File: config.mk
export PLATFORM = sky130hd
export DESIGN_NAME = drive_sense_mux
export DESIGN_NICKNAME = d
export VERILOG_FILES = /design/src/rtl/sense_pkg.sv /design/src/rtl/sense_sync.sv /design/src/rtl/sense_regfile.sv /design/src/rtl/sense_route.sv /design/src/rtl/strobe_latch.sv /design/src/rtl/drive_sense_mux.sv
export SDC_FILE = /design/constraint.sdc
export NUM_CORES = 1
export LEC_CHECK = 0
export BUFFER_PORTS_ARGS = -buffer_cell sky130_fd_sc_hd__buf_2
export CAP_MARGIN = 20
export CORE_MARGIN = 2
export CORE_UTILIZATION = 30
export CTS_CLUSTER_DIAMETER = 40
export CTS_CLUSTER_SIZE = 28
export DETAILED_ROUTE_END_ITERATION = 10
export MAX_ROUTING_LAYER = met4
export PLACE_DENSITY = 0.57
export SETUP_SLACK_MARGIN = 0.5
export SLEW_MARGIN = 25
export SYNTH_ARGS = -nofsm -noshare
export SYNTH_HDL_FRONTEND = slang
export SYNTH_SLANG_ARGS = --single-unit
File: constraint.sdc
create_clock -name clk -period 2.1 [get_ports clk]
set_input_delay 0.42 -clock clk [delete_from_list [all_inputs] [get_ports clk]]
set_output_delay 0.42 -clock clk [all_outputs]
set_load 0.02 [all_outputs]
File: src/rtl/sense_pkg.sv
package sense_pkg;
    localparam int ADDR_W     = 4;
    localparam int TACH_ADDR  = 7;
    localparam int SIDE0_ADDR = 8;
    localparam int SIDE1_ADDR = 9;

    typedef enum logic [1:0] {
        SRC_REG   = 2'd0,
        SRC_TACH  = 2'd1,
        SRC_SIDE0 = 2'd2,
        SRC_SIDE1 = 2'd3
    } src_e;
endpackage

File: src/rtl/sense_sync.sv
module sense_sync #(
    parameter int W      = 5,
    parameter int STAGES = 2
) (
    input  logic         clk,
    input  logic         rst_n,
    input  logic [W-1:0] d_i,
    output logic [W-1:0] q_o
);
    typedef struct packed {
        logic [STAGES-1:0][W-1:0] chain;
    } sync_t;

    sync_t s_d, s_q;

    always_comb begin
        s_d = s_q;
        s_d.chain[0] = d_i;
        for (int i = 1; i < STAGES; i++) begin
            s_d.chain[i] = s_q.chain[i-1];
        end
    end

    always_ff @(posedge clk or negedge rst_n) begin
        if (!rst_n) s_q <= '0;
        else        s_q <= s_d;
    end

    assign q_o = s_q.chain[STAGES-1];
endmodule

File: src/rtl/sense_regfile.sv
module sense_regfile #(
    parameter int ADDR_W = 4,
    localparam int NREG  = 1 << ADDR_W
) (
    input  logic              clk,
    input  logic              rst_n,
    input  logic              we_i,
    input  logic [ADDR_W-1:0] widx_i,
    input  logic              wbit_i,
    input  logic [ADDR_W-1:0] ridx_i,
    output logic              rbit_o
);
    typedef struct packed {
        logic [NREG-1:0] bits;
    } rf_t;

    rf_t rf_d, rf_q;

    always_comb begin
        rf_d = rf_q;
        if (we_i) rf_d.bits[widx_i] = wbit_i;
    end

    always_ff @(posedge clk or negedge rst_n) begin
        if (!rst_n) rf_q <= '0;
        else        rf_q <= rf_d;
    end

    assign rbit_o = rf_q.bits[ridx_i];
endmodule

File: src/rtl/sense_route.sv
module sense_route
    import sense_pkg::*;
#(
    parameter int ADDR_W = 4
) (
    input  logic [ADDR_W-1:0] addr_i,
    input  logic              reg_bit_i,
    input  logic              tach_i,
    input  logic              side0_i,
    input  logic              side1_i,
    output logic              sense_o
);
    src_e src;

    always_comb begin
        unique case (int'(addr_i))
            TACH_ADDR:  src = SRC_TACH;
            SIDE0_ADDR: src = SRC_SIDE0;
            SIDE1_ADDR: src = SRC_SIDE1;
            default:    src = SRC_REG;
        endcase
    end

    always_comb begin
        unique case (src)
            SRC_TACH:  sense_o = tach_i;
            SRC_SIDE0: sense_o = side0_i;
            SRC_SIDE1: sense_o = side1_i;
            default:   sense_o = reg_bit_i;
        endcase
    end
endmodule

File: src/rtl/strobe_latch.sv
module strobe_latch #(
    parameter int ADDR_W = 4
) (
    input  logic              clk,
    input  logic              rst_n,
    input  logic              strobe_line_i,
    input  logic [ADDR_W-1:0] addr_i,
    output logic [ADDR_W-1:0] latch_o,
    output logic              pulse_o
);
    typedef struct packed {
        logic [ADDR_W-1:0] latch;
        logic              pulse;
        logic              prev;
    } sl_t;

    sl_t sl_d, sl_q;

    always_comb begin
        sl_d       = sl_q;
        sl_d.prev  = strobe_line_i;
        sl_d.pulse = strobe_line_i & ~sl_q.prev;
        if (strobe_line_i & ~sl_q.prev) sl_d.latch = addr_i;
    end

    always_ff @(posedge clk or negedge rst_n) begin
        if (!rst_n) sl_q <= '0;
        else        sl_q <= sl_d;
    end

    assign latch_o = sl_q.latch;
    assign pulse_o = sl_q.pulse;
endmodule

File: src/rtl/drive_sense_mux.sv
module drive_sense_mux
    import sense_pkg::*;
#(
    parameter int SYNC_STAGES = 2
) (
    input  logic              clk,
    input  logic              rst_n,
    input  logic              head_sel_i,
    input  logic [3:0]        phase_i,
    input  logic              tach_i,
    input  logic              rd_side0_i,
    input  logic              rd_side1_i,
    input  logic              fw_we_i,
    input  logic [ADDR_W-1:0] fw_idx_i,
    input  logic              fw_bit_i,
    output logic              sense_o,
    output logic [ADDR_W-1:0] addr_o,
    output logic [ADDR_W-1:0] wlatch_o,
    output logic              wstrobe_o
);
    localparam int SYNC_W = ADDR_W + 1;

    logic              reg_bit;
    logic [SYNC_W-1:0] sync_q;

    assign addr_o = {phase_i[2:0], head_sel_i};

    sense_regfile #(.ADDR_W(ADDR_W)) u_rf (
        .clk    (clk),
        .rst_n  (rst_n),
        .we_i   (fw_we_i),
        .widx_i (fw_idx_i),
        .wbit_i (fw_bit_i),
        .ridx_i (addr_o),
        .rbit_o (reg_bit)
    );

    sense_route #(.ADDR_W(ADDR_W)) u_route (
        .addr_i    (addr_o),
        .reg_bit_i (reg_bit),
        .tach_i    (tach_i),
        .side0_i   (rd_side0_i),
        .side1_i   (rd_side1_i),
        .sense_o   (sense_o)
    );

    sense_sync #(.W(SYNC_W), .STAGES(SYNC_STAGES)) u_sync (
        .clk   (clk),
        .rst_n (rst_n),
        .d_i   ({phase_i[3], addr_o}),
        .q_o   (sync_q)
    );

    strobe_latch #(.ADDR_W(ADDR_W)) u_latch (
        .clk           (clk),
        .rst_n         (rst_n),
        .strobe_line_i (sync_q[SYNC_W-1]),
        .addr_i        (sync_q[ADDR_W-1:0]),
        .latch_o       (wlatch_o),
        .pulse_o       (wstrobe_o)
    );
endmodule

==> impl_metrics.csv <==
group,metric,value,unit
die,io_pins,26,
logic_synthesis,synth_top_cell_area_share,56.5,%
worst_hold_path,hold_path_class,"input pin to async pin",
power_and_ir_drop,peakVddDrop,503,uV
finish,design_area,1590,sq um
clock_network,cts_made_buffers,5,
finish,fillers,384,
timing,finalSetupViolCount,0,
logic_synthesis,yosysMostFrequentCell,"dfrtp_1",
worst_setup_path,slowest_delay,390,ps
outcome,outcome,"finished, final reports clean",
place,place_hpwl,1710,microns
route,vias_per_cell,4.67,
timing,finalCriticalPeriod,1940,ps
global_routing,overflow,0,
flow_run,drv_cap,0,
place,place_congestion,0.821,
timing,fmax,0.516,GHz
worst_setup_path,critical_path_class,"input pin to output pin",
timing,worstMarginPinSlew,638,ps
logic_synthesis,syn_inst,104,
global_routing,grt_pass1_vias,865,
clock_network,cts.sinks,29,
logic_synthesis,synth_area_per_cell,12.4,sq um
worst_setup_path,crit_required,1680,ps
clock_network,path_clk_slew,60,ps
timing,timing.final.crit_share,92.3,%
timing,max-slew-margin-rel,57.5,%
route,dr.pass1.iters,5,
die,row_count,23,
timing,fin_setup_tns,0,ps
worst_setup_path,cp_max_fo,5,
finish,syn_to_final_growth,23.7,%
clock_network,cts_max_level,2,
logic_synthesis,synth-seq-cells,29,
route,drt_iter0_drc,27,
logic_synthesis,synth_largest_area_cell,"dfrtp_1",
finish,drive_gt1_share,37.8,%
logic_synthesis,syn_area,1280,sq um
logic_synthesis,yosysSeqAreaShare,56.5,%
timing,hold_violations,0,
place,port_buffers,25,
logic_synthesis,synth_area_leaders,"dfrtp_1 (56%), mux2_1 (11%), mux2_2 (5.3%), buf_4 (4.7%), mux2i_1 (3.9%)",
worst_setup_path,path_cells,"buf_8 -> mux2_4 -> or4_1 -> o31ai_1 -> a21oi_2 -> buf_4",
die,core,4060,sq um
route,routedWlPerCell,13.2,microns
timing,slew_violations,0,
worst_setup_path,cp.arrival,1520,ps
logic_synthesis,synth-edff-count,0,
power_and_ir_drop,power_density,949,nW/um^2
global_routing,grt.total_usage,11.0,%
logic_synthesis,synthTopCellsByCount,"dfrtp_1 (29), mux2_1 (12), nor2_1 (11), buf_4 (8), nand2_1 (8)",
worst_setup_path,slowest_stage,"or4_1",
clock_network,clock_path_buffers,2,
place,dp.cells,169,
place,placed_area,1410,sq um
clock_network,tritoncts,"done",
die,die-area,4820,sq um
global_routing,grt_first_pass_wirelength,4040,microns
worst_setup_path,critPathLaunchType,"input pin",
timing,rsz0062_at_grt,"true",
clock_network,clock-root-buffer,"clkbuf_8",
global_routing,grt_max_degree,30,
logic_synthesis,synth_cell_types,25,
finish,n_antenna_cell,0,
finish,num-nets-final,142,
timing,finClkSkew,2.95,ps
clock_network,clk-insertion-delay-late,280,ps
power_and_ir_drop,leakage,0.697,nW
logic_synthesis,postSynth.asyncResetShare,100,%
logic_synthesis,ys.warnings.count,0,
die,initial_utilization,31.7,%
die,die_w,69.4,microns
logic_synthesis,synthesis.nets,120,
clock_network,hold_buffers,0,
route,finalWirelength,2330,microns
route,vias,827,
global_routing,grt_antenna_before_repair,0,
clock_network,cts_setup_buffers,0,
worst_setup_path,end_kind,"output pin",
route,antenna_left,0,
finish,final_cells,177,
die,die_h,69.4,microns
route,drc_errors,0,
logic_synthesis,synthFlopType,"dfrtp_1",
-- per-stage QoR --
step | power, mW | hold slack, ps | setup slack, ps | util, %
after floorplan | 0.834 | 124 | 270 | -
after global placement | 0.895 | 333 | 103 | 34.8
after detailed placement | 0.902 | 337 | 0.323 | 34.8
after global routing | 1.58 | 222 | 92.2 | 39.2
after CTS | 1.51 | 187 | 154 | 38.6
final | 1.51 | 163 | 163 | 39.2
-- what timing repair did --
action	in CTS	in global routing
setup endpoints to repair	1	1
pin swaps	3	2
gates resized for setup	8	4
-- path summary, 6_finish.rpt --
check / from / endpoint / slack (ps) / cells past startpoint
hold / removal: rst_n / u_latch.latch_o[1]$_DFFE_PN0P_ / 160 / 1
hold reg to reg: u_sync.s_d[5]$_DFF_PN0_ / u_sync.q_o[0]$_DFF_PN0_ / 350 / 0
min in group clk: phase_i[3] / u_sync.s_d[9]$_DFF_PN0_ / 250 / 1
max in group asynchronous: rst_n / u_rf.rf_q[0]$_DFFE_PN0P_ / 1530 / 1
setup reg to reg: u_sync.q_o[4]$_DFF_PN0_ / u_latch.latch_o[1]$_DFFE_PN0P_ / 880 / 2
setup / recovery: head_sel_i / sense_o / 160 / 6
-- kinds of logic (layout without fill, tap and decap cells) --
group / Yosys count / in the layout / synth area share (%)
AO/OA/AOI/OAI: 6 / 6 / 3.31
buffers and inverters: 12 / 35 / 6.43
flip-flops: 29 / 29 / 56.5
multiplexers: 24 / 24 / 20.8
AND/OR/NAND/NOR: 33 / 33 / 13.0
-- layer usage --
metal | GRT usage [%] | vias up | wire length [microns] | share of wire, %
met5 | - | - | 0 | 0
met4 | 3.27 | 0 | 14 | 0.60
met3 | 4.94 | 2 | 163 | 7.0
met2 | 15.6 | 30 | 1060 | 46
met1 | 14.2 | 398 | 1090 | 47
li1 | - | 397 | - | -
-- placed cells by master, fill, tap and decap left out --
cell / count
nor4_2: 1
clkbuf_1: 1
mux2_2: 6
mux2i_1: 2
a211oi_2: 1
mux2_4: 1
o31ai_1: 1
buf_12: 1
or4_1: 1
bufinv_16: 1
nor3b_2: 1
nor4b_2: 1
or2b_1: 1
a21oi_2: 1
mux2i_4: 2
buf_8: 1
buf_2: 23
o32ai_1: 1
inv_1: 1
nor2b_1: 3
o21ai_0: 1
nor2_1: 11
nand3_1: 3
nor4_1: 1
buf_4: 1
a21oi_1: 1
nand2b_1: 2
clkbuf_8: 6
mux2_1: 12
nand2_1: 8
mux2i_2: 1
dfrtp_1: 29
-- cell type report --
type                       count  area [sq um]  share of cell area, %
inverter                       1          3.75                  0.236
timing repair buffer          26           158                   9.92
clock inverter                 1          30.0                   1.89
multi-input combinational     63           523                   32.9
clock buffer                   7          86.3                   5.43
tap                           50          62.6                   3.94
sequential                    29           726                   45.7
-- worst max-delay path: cells and delay by family --
kind                   cells  cell delay, ps
AO/OA/AOI/OAI              2             140
buffers and inverters      2             270
multiplexers               1             280
AND/OR/NAND/NOR            1             390
-- where the power goes --
| group | internal [mW] | leakage, nW | switching, mW |
|---|---|---|---|
| sequential | 0.640 | 0.347 | 0.0486 |
| combinational | 0.120 | 0.291 | 0.114 |
| clock | 0.386 | 0.0585 | 0.200 |
-- sequential cells by signal, indices dropped and copies added (netlist names) --
register / cells
u_sync.q_o: 5
u_sync.s_d: 5
u_latch.sl_q: 1
u_rf.rf_q: 13
u_latch.latch_o: 4
u_latch.pulse_o: 1
Power figures use the tool's default switching activity.
